File: config.mk
export PLATFORM = sky130hd
export DESIGN_NAME = phys_region_decoder
export DESIGN_NICKNAME = d
export VERILOG_FILES = /design/src/rtl/pmrd_pkg.sv /design/src/rtl/pmrd_win_cmp.sv /design/src/rtl/pmrd_prio_sel.sv /design/src/rtl/pmrd_access_ctl.sv /design/src/rtl/phys_region_decoder.sv
export SDC_FILE = /design/constraint.sdc
export NUM_CORES = 1
export LEC_CHECK = 0
export ABC_AREA = 1
export BUFFER_PORTS_ARGS = -buffer_cell sky130_fd_sc_hd__buf_2
export CORE_ASPECT_RATIO = 1.4
export CORE_MARGIN = 1
export CORE_UTILIZATION = 42
export CTS_BUF_LIST = sky130_fd_sc_hd__clkbuf_8
export CTS_CLUSTER_SIZE = 8
export DETAILED_ROUTE_END_ITERATION = 8
export PLACE_DENSITY = 0.71
export SLEW_MARGIN = 10
export SYNTH_ARGS = -nofsm -noshare
export SYNTH_HDL_FRONTEND = slang
export SYNTH_SLANG_ARGS = --single-unit
File: constraint.sdc
create_clock -name clk -period 3.9 [get_ports clk]
set_input_delay 0.975 -clock clk [delete_from_list [all_inputs] [get_ports clk]]
set_output_delay 0.975 -clock clk [all_outputs]
set_load 0.02 [all_outputs]
File: src/rtl/pmrd_pkg.sv
package pmrd_pkg;
  localparam int unsigned AW      = 32;
  localparam int unsigned NUM_WIN = 4;
  localparam int unsigned REG_W   = $clog2(NUM_WIN);
  localparam int unsigned ATTR_W  = 3;
  localparam int unsigned ATTR_RO     = 0;
  localparam int unsigned ATTR_RWATCH = 1;
  localparam int unsigned ATTR_WWATCH = 2;

  typedef enum logic [1:0] {
    SZ_BYTE = 2'd0,
    SZ_HALF = 2'd1,
    SZ_WORD = 2'd2,
    SZ_RSVD = 2'd3
  } acc_size_e;

  // Number of bytes touched by a size code (zero for the reserved code)
  function automatic logic [3:0] size_bytes(input logic [1:0] code);
    case (code)
      SZ_BYTE: return 4'd1;
      SZ_HALF: return 4'd2;
      SZ_WORD: return 4'd4;
      default: return 4'd0;
    endcase
  endfunction

  // Whole access lies inside [base, base+size)
  function automatic logic win_fits(input logic [AW-1:0] addr,
                                    input logic [AW-1:0] base,
                                    input logic [AW-1:0] size,
                                    input logic [3:0]    nbytes);
    logic [AW-1:0] off;
    off = addr - base;
    return (off < size) && ({{(AW-4){1'b0}}, nbytes} <= (size - off));
  endfunction

  function automatic logic [AW-1:0] word_align(input logic [AW-1:0] addr);
    return {addr[AW-1:2], 2'b00};
  endfunction
endpackage

File: src/rtl/pmrd_win_cmp.sv
module pmrd_win_cmp
  import pmrd_pkg::*;
(
  input  logic [AW-1:0] base,
  input  logic [AW-1:0] size,
  input  logic [AW-1:0] addr,
  input  logic [3:0]    nbytes,
  output logic          hit,
  output logic [AW-1:0] offset
);
  assign offset = addr - base;
  assign hit    = win_fits(addr, base, size, nbytes);
endmodule

File: src/rtl/pmrd_prio_sel.sv
module pmrd_prio_sel #(
  parameter int unsigned N  = 4,
  parameter int unsigned IW = 2
) (
  input  logic [N-1:0]  hit,
  output logic          found,
  output logic [IW-1:0] idx
);
  // Scan from the top so the lowest index is written last and wins
  always_comb begin
    found = 1'b0;
    idx   = '0;
    for (int i = N - 1; i >= 0; i--) begin
      if (hit[i]) begin
        found = 1'b1;
        idx   = IW'(i);
      end
    end
  end
endmodule

File: src/rtl/pmrd_access_ctl.sv
module pmrd_access_ctl
  import pmrd_pkg::*;
(
  input  logic              req_write,
  input  logic              size_ok,
  input  logic              win_hit,
  input  logic [ATTR_W-1:0] flags,
  output logic              acc_err,
  output logic              acc_we,
  output logic              acc_dbg
);
  logic ro_veto;
  logic acc_good;

  assign ro_veto  = win_hit & size_ok & req_write & flags[ATTR_RO];
  assign acc_good = win_hit & size_ok & ~ro_veto;
  assign acc_err  = ~acc_good;
  assign acc_we   = acc_good & req_write;
  assign acc_dbg  = acc_good & (req_write ? flags[ATTR_WWATCH] : flags[ATTR_RWATCH]);
endmodule

File: src/rtl/phys_region_decoder.sv
module phys_region_decoder
  import pmrd_pkg::*;
#(
  parameter logic [31:0] ROM_BASE    = 32'h0000_0000,
  parameter logic [31:0] ROM_SIZE    = 32'h0008_0000,
  parameter logic [31:0] SDRAM_BASE  = 32'h1000_0000,
  parameter logic [31:0] SDRAM_SIZE  = 32'h0200_0000,
  parameter logic [31:0] SRAM_BASE   = 32'hA400_0000,
  parameter logic [31:0] SRAM_SIZE   = 32'h0002_0000,
  parameter logic [31:0] MIRROR_BASE = 32'hF000_0000,
  parameter bit          MIRROR_EN   = 1'b1
) (
  input  logic              clk,
  input  logic              rst_n,
  input  logic              req_valid,
  input  logic              req_write,
  input  logic [1:0]        req_size,
  input  logic [AW-1:0]     req_addr,
  output logic [AW-1:0]     attr_addr,
  input  logic [ATTR_W-1:0] attr_flags,
  input  logic [31:0]       mem_rdata,
  output logic              rsp_valid,
  output logic              rsp_hit,
  output logic              rsp_err,
  output logic [REG_W-1:0]  rsp_region,
  output logic [AW-1:0]     rsp_offset,
  output logic              mem_we,
  output logic [31:0]       rsp_rdata,
  output logic              dbg_evt,
  output logic              dbg_is_write,
  output logic [AW-1:0]     dbg_addr
);
  localparam logic [31:0] MIRROR_SIZE = MIRROR_EN ? ROM_SIZE : 32'd0;
  localparam logic [NUM_WIN-1:0][AW-1:0] WBASE =
    {MIRROR_BASE, SRAM_BASE, SDRAM_BASE, ROM_BASE};
  localparam logic [NUM_WIN-1:0][AW-1:0] WSIZE =
    {MIRROR_SIZE, SRAM_SIZE, SDRAM_SIZE, ROM_SIZE};
  // Backing memory of each window; the alias shares window 0's storage
  localparam logic [NUM_WIN-1:0][REG_W-1:0] WBACK =
    {REG_W'(0), REG_W'(2), REG_W'(1), REG_W'(0)};

  // Named internal events
  logic [NUM_WIN-1:0]         win_hit;
  logic [NUM_WIN-1:0][AW-1:0] win_off;
  logic                       any_hit;
  logic [REG_W-1:0]           hit_idx;
  logic                       size_ok;
  logic                       sel_hit;
  logic [3:0]                 nbytes;
  logic                       acc_err;
  logic                       acc_we;
  logic                       acc_dbg;

  assign nbytes    = size_bytes(req_size);
  assign size_ok   = (req_size != SZ_RSVD);
  assign sel_hit   = any_hit & size_ok;
  assign attr_addr = word_align(req_addr);

  for (genvar g = 0; g < NUM_WIN; g++) begin : g_win
    pmrd_win_cmp u_cmp (
      .base   (WBASE[g]),
      .size   (WSIZE[g]),
      .addr   (req_addr),
      .nbytes (nbytes),
      .hit    (win_hit[g]),
      .offset (win_off[g])
    );
  end

  pmrd_prio_sel #(.N(NUM_WIN), .IW(REG_W)) u_prio (
    .hit   (win_hit),
    .found (any_hit),
    .idx   (hit_idx)
  );

  pmrd_access_ctl u_ctl (
    .req_write (req_write),
    .size_ok   (size_ok),
    .win_hit   (any_hit),
    .flags     (attr_flags),
    .acc_err   (acc_err),
    .acc_we    (acc_we),
    .acc_dbg   (acc_dbg)
  );

  logic wr_q;

  always_ff @(posedge clk) begin
    if (!rst_n) begin
      rsp_valid    <= 1'b0;
      rsp_hit      <= 1'b0;
      rsp_err      <= 1'b0;
      rsp_region   <= '0;
      rsp_offset   <= '0;
      mem_we       <= 1'b0;
      dbg_evt      <= 1'b0;
      dbg_is_write <= 1'b0;
      dbg_addr     <= '0;
      wr_q         <= 1'b0;
    end else begin
      rsp_valid    <= req_valid;
      rsp_hit      <= req_valid & sel_hit;
      rsp_err      <= req_valid & acc_err;
      rsp_region   <= (req_valid && sel_hit) ? WBACK[hit_idx] : '0;
      rsp_offset   <= (req_valid && sel_hit) ? win_off[hit_idx] : '0;
      mem_we       <= req_valid & acc_we;
      dbg_evt      <= req_valid & acc_dbg;
      dbg_is_write <= req_valid & acc_dbg & req_write;
      wr_q         <= req_write;
      if (req_valid && acc_dbg) dbg_addr <= req_addr;
    end
  end

  assign rsp_rdata = (rsp_valid && !rsp_err && !wr_q) ? mem_rdata : 32'd0;
endmodule

==> out/qor.yml <==
slowest_delay_ns: 0.31
vias_per_cell: 4.85
cts-buffers-inserted: 9
grt_pass1_wl_um: 31400
groute.usage.overall: 0.286
clock_latency_ns: 0.36
clock_skew_ns: 0
crit_type: "input port to flop"
r2r_slack_ns: 3.23
synth_largest_area_cell: "dfxtp_1"
drcViolationCount: 0
required_ns: 4.16
multi_input_area_um2: 3380
core_area_um2: 13500
period_share: 0.898
num_vias: 6827
crit_path_start_kind: "input port"
hp-class: "flop to flop"
yosysWarnings: 0
cts_setup_buffers: 0
worstReg2RegStart: "dbg_addr[18]"
status: "completed"
powerDensity_nw_per_um2: 257
setup_violations: 0
rows: 50
final-hold-violation-count: 0
antenna_found_initial: 0
diodes: 0
crit_buf_inv: 2
routed_wl_um: 20400
tns_ns: 0
tightest_slew_ns: 0.627
synthTopCellsByCount: "nand2_1, nor2_1, inv_1, nand3_1, dfxtp_1"
critical_path_arrival_ns: 3.76
synthArstFlopShare: 0
setup_slack_ns: 0.398
fp.dieW_um: 102
cts_hold_buf: 0
period_needed_ns: 3.50
cp-startpoint: "req_addr[4]"
syn_to_final_growth_pct: 22.3
slew_viol_final: 0
gp_congestion: 1.01
synth.distinct_cells: 38
synth_seq_cells: 73
synth_edf_count: 0
fp.dieArea_um2: 14400
path_max_fanout: 38
cts_max_path_buffers: 2
nFillCells: 1490
initial_core_util: 0.433
slew_headroom: 0.582
cts_sinks: 73
crit_family: "simple AND/OR/NAND/NOR gates"
cts_htree_levels: 3
drive_gt1_frac: 0.236
avgSynthCellArea_um2: 5.66
synthTopCellsByArea: "dfxtp_1, nand2_1, nor2_1, inv_1, nand3_1"
crit_slowest_cell: "nor2_4"
io_pins: 209
yosysMostFrequentCell: "nand2_1"
dpl.hpwl_um: 16700
max_cap_viol_count: 0
routedWlPerCell_um: 14.5
drt_iter0_markers: 450
first_pass_iters: 6
ir_drop_v: 0.000185
die_h_um: 142
portBuffers: 206
synth_area_um2: 5860
clock.fmax_mhz: 286
endpoint_kind: "flop"
cts.repair.resized: 0
yosysSeqAreaShare: 0.250
final_nets: 1305
grt_max_degree: 39
grt-ovfl-total: 0
final-seq-area_um2: 1460
synth-main-ff-cell: "dfxtp_1"
rsz0062_at_grt: "no"
clockRootBuffer: "clkbuf_8"
grt_pass1_vias: 6225
synthDominantCellAreaShare: 0.250
synthesis.instances: 1035
drtAntennaViolNets: 0
path_clk_slew_ns: 0.09
critical_path.cell_chain: "buf_2, nor2_1, nand3_2, nor2_4, nand2_2, nand2_1, nand3_1, nor2_1, nand3_1, nor2_1, nand3_2, nand2_1, nand2_2, nor2_4, nor2_4, nand4_4, buf_12, nand2_1, nand2_1, nor2_1"
leakagePower_nw: 4.25
worstHoldStart: "dbg_addr[0]"
dp_worst_setup_slack_ns: 0.0870
cts_tree: "done"
[worst paths after layout]
check,endpoint,cells past startpoint
max,dbg_addr[16],20
max reg2reg,dbg_addr[18],4
min reg2reg,dbg_addr[0],4
min,dbg_addr[0],4
[state kept, by name, indices dropped and copies added, names as in the netlist]
name,cells
dbg_addr,32
dbg_evt,1
dbg_is_write,1
mem_we,1
rsp_err,1
rsp_hit,1
rsp_offset,32
rsp_region,2
rsp_valid,1
wr_q,1
[per-stage QoR]
step	cells	power (mW)	hold slack (ns)	instance area [um2]	util
2_1_floorplan	1039	1.02	0.579	5870	-
3_3_place_gp	1391	1.16	0.484	6940	0.513
3_5_place_dp	1391	1.16	0.495	6940	0.513
4_1_cts	1407	1.85	0.512	7160	0.530
5_1_grt	1407	1.92	0.534	7160	0.530
6_report	1407	1.84	0.512	7160	0.530
[worst reg2reg max path: stages (launching register included)]
cell and delay [ns]:
dfxtp_1 0.35, inv_1 0.04, nand2_1 0.06, nand2_1 0.05, nor2_1 0.11
[layer usage]
metal | vias to the layer above | part of all wire | global-route usage
met4 | 0 | 0.070 | 0.199
met5 | - | 0 | 0
li1 | 3460 | - | -
met2 | 278 | 0.49 | 0.482
met3 | 89 | 0.056 | 0.0502
met1 | 3000 | 0.38 | 0.322
[cells by family (layout without fill, tap and decap cells)]
logic type | count (synthesis) | after routing | synth area share
AND/OR/NAND/NOR | 697 | 697 | 0.508
buffers and inverters | 219 | 405 | 0.175
flip-flops | 73 | 73 | 0.250
AO/OA/AOI/OAI | 18 | 18 | 0.0184
XOR/XNOR | 15 | 15 | 0.0224
adder cells (fa/ha/maj) | 12 | 12 | 0.0256
other | 1 | 5 | 0.000640
[final cells by class]
class                           instances  share of cell area
Multi-Input combinational cell        747               0.473
Clock buffer                            9              0.0173
Timing Repair Buffer                  231               0.177
Sequential cell                        73               0.204
Inverter                              158              0.0828
Clock inverter                          7              0.0143
Tap cell                              182              0.0318
[layout by cell type (no fill, tap or decap), drive strengths merged]
master  synthesis  final
nand2         313    313
nor2          250    250
buf            51    231
inv           157    159
nand3          95     95
dfxtp          73     73
xor2           15     15
nand4          14     14
ha             12     12
clkbuf         10      9
o21ai           9      9
nor3            8      8
nand3b          7      7
conb            1      5
a21oi           4      4
clkinv          1      4
nor4            3      3
and3            2      2
bufinv          0      2
nor3b           2      2
or3b            1      1
and2            1      1
a21o            1      1
a311oi          1      1
o211ai          1      1
nor4b           1      1
o21bai          1      1
a211oi          1      1
[power by group]
| group | switching, mW | total, mW | internal (mW) |
|---|---|---|---|
| sequential | 0.00158 | 0.750 | 0.749 |
| clock | 0.323 | 0.691 | 0.368 |
| combinational | 0.274 | 0.398 | 0.124 |
No activity file was read; power rests on OpenSTA's default activity.
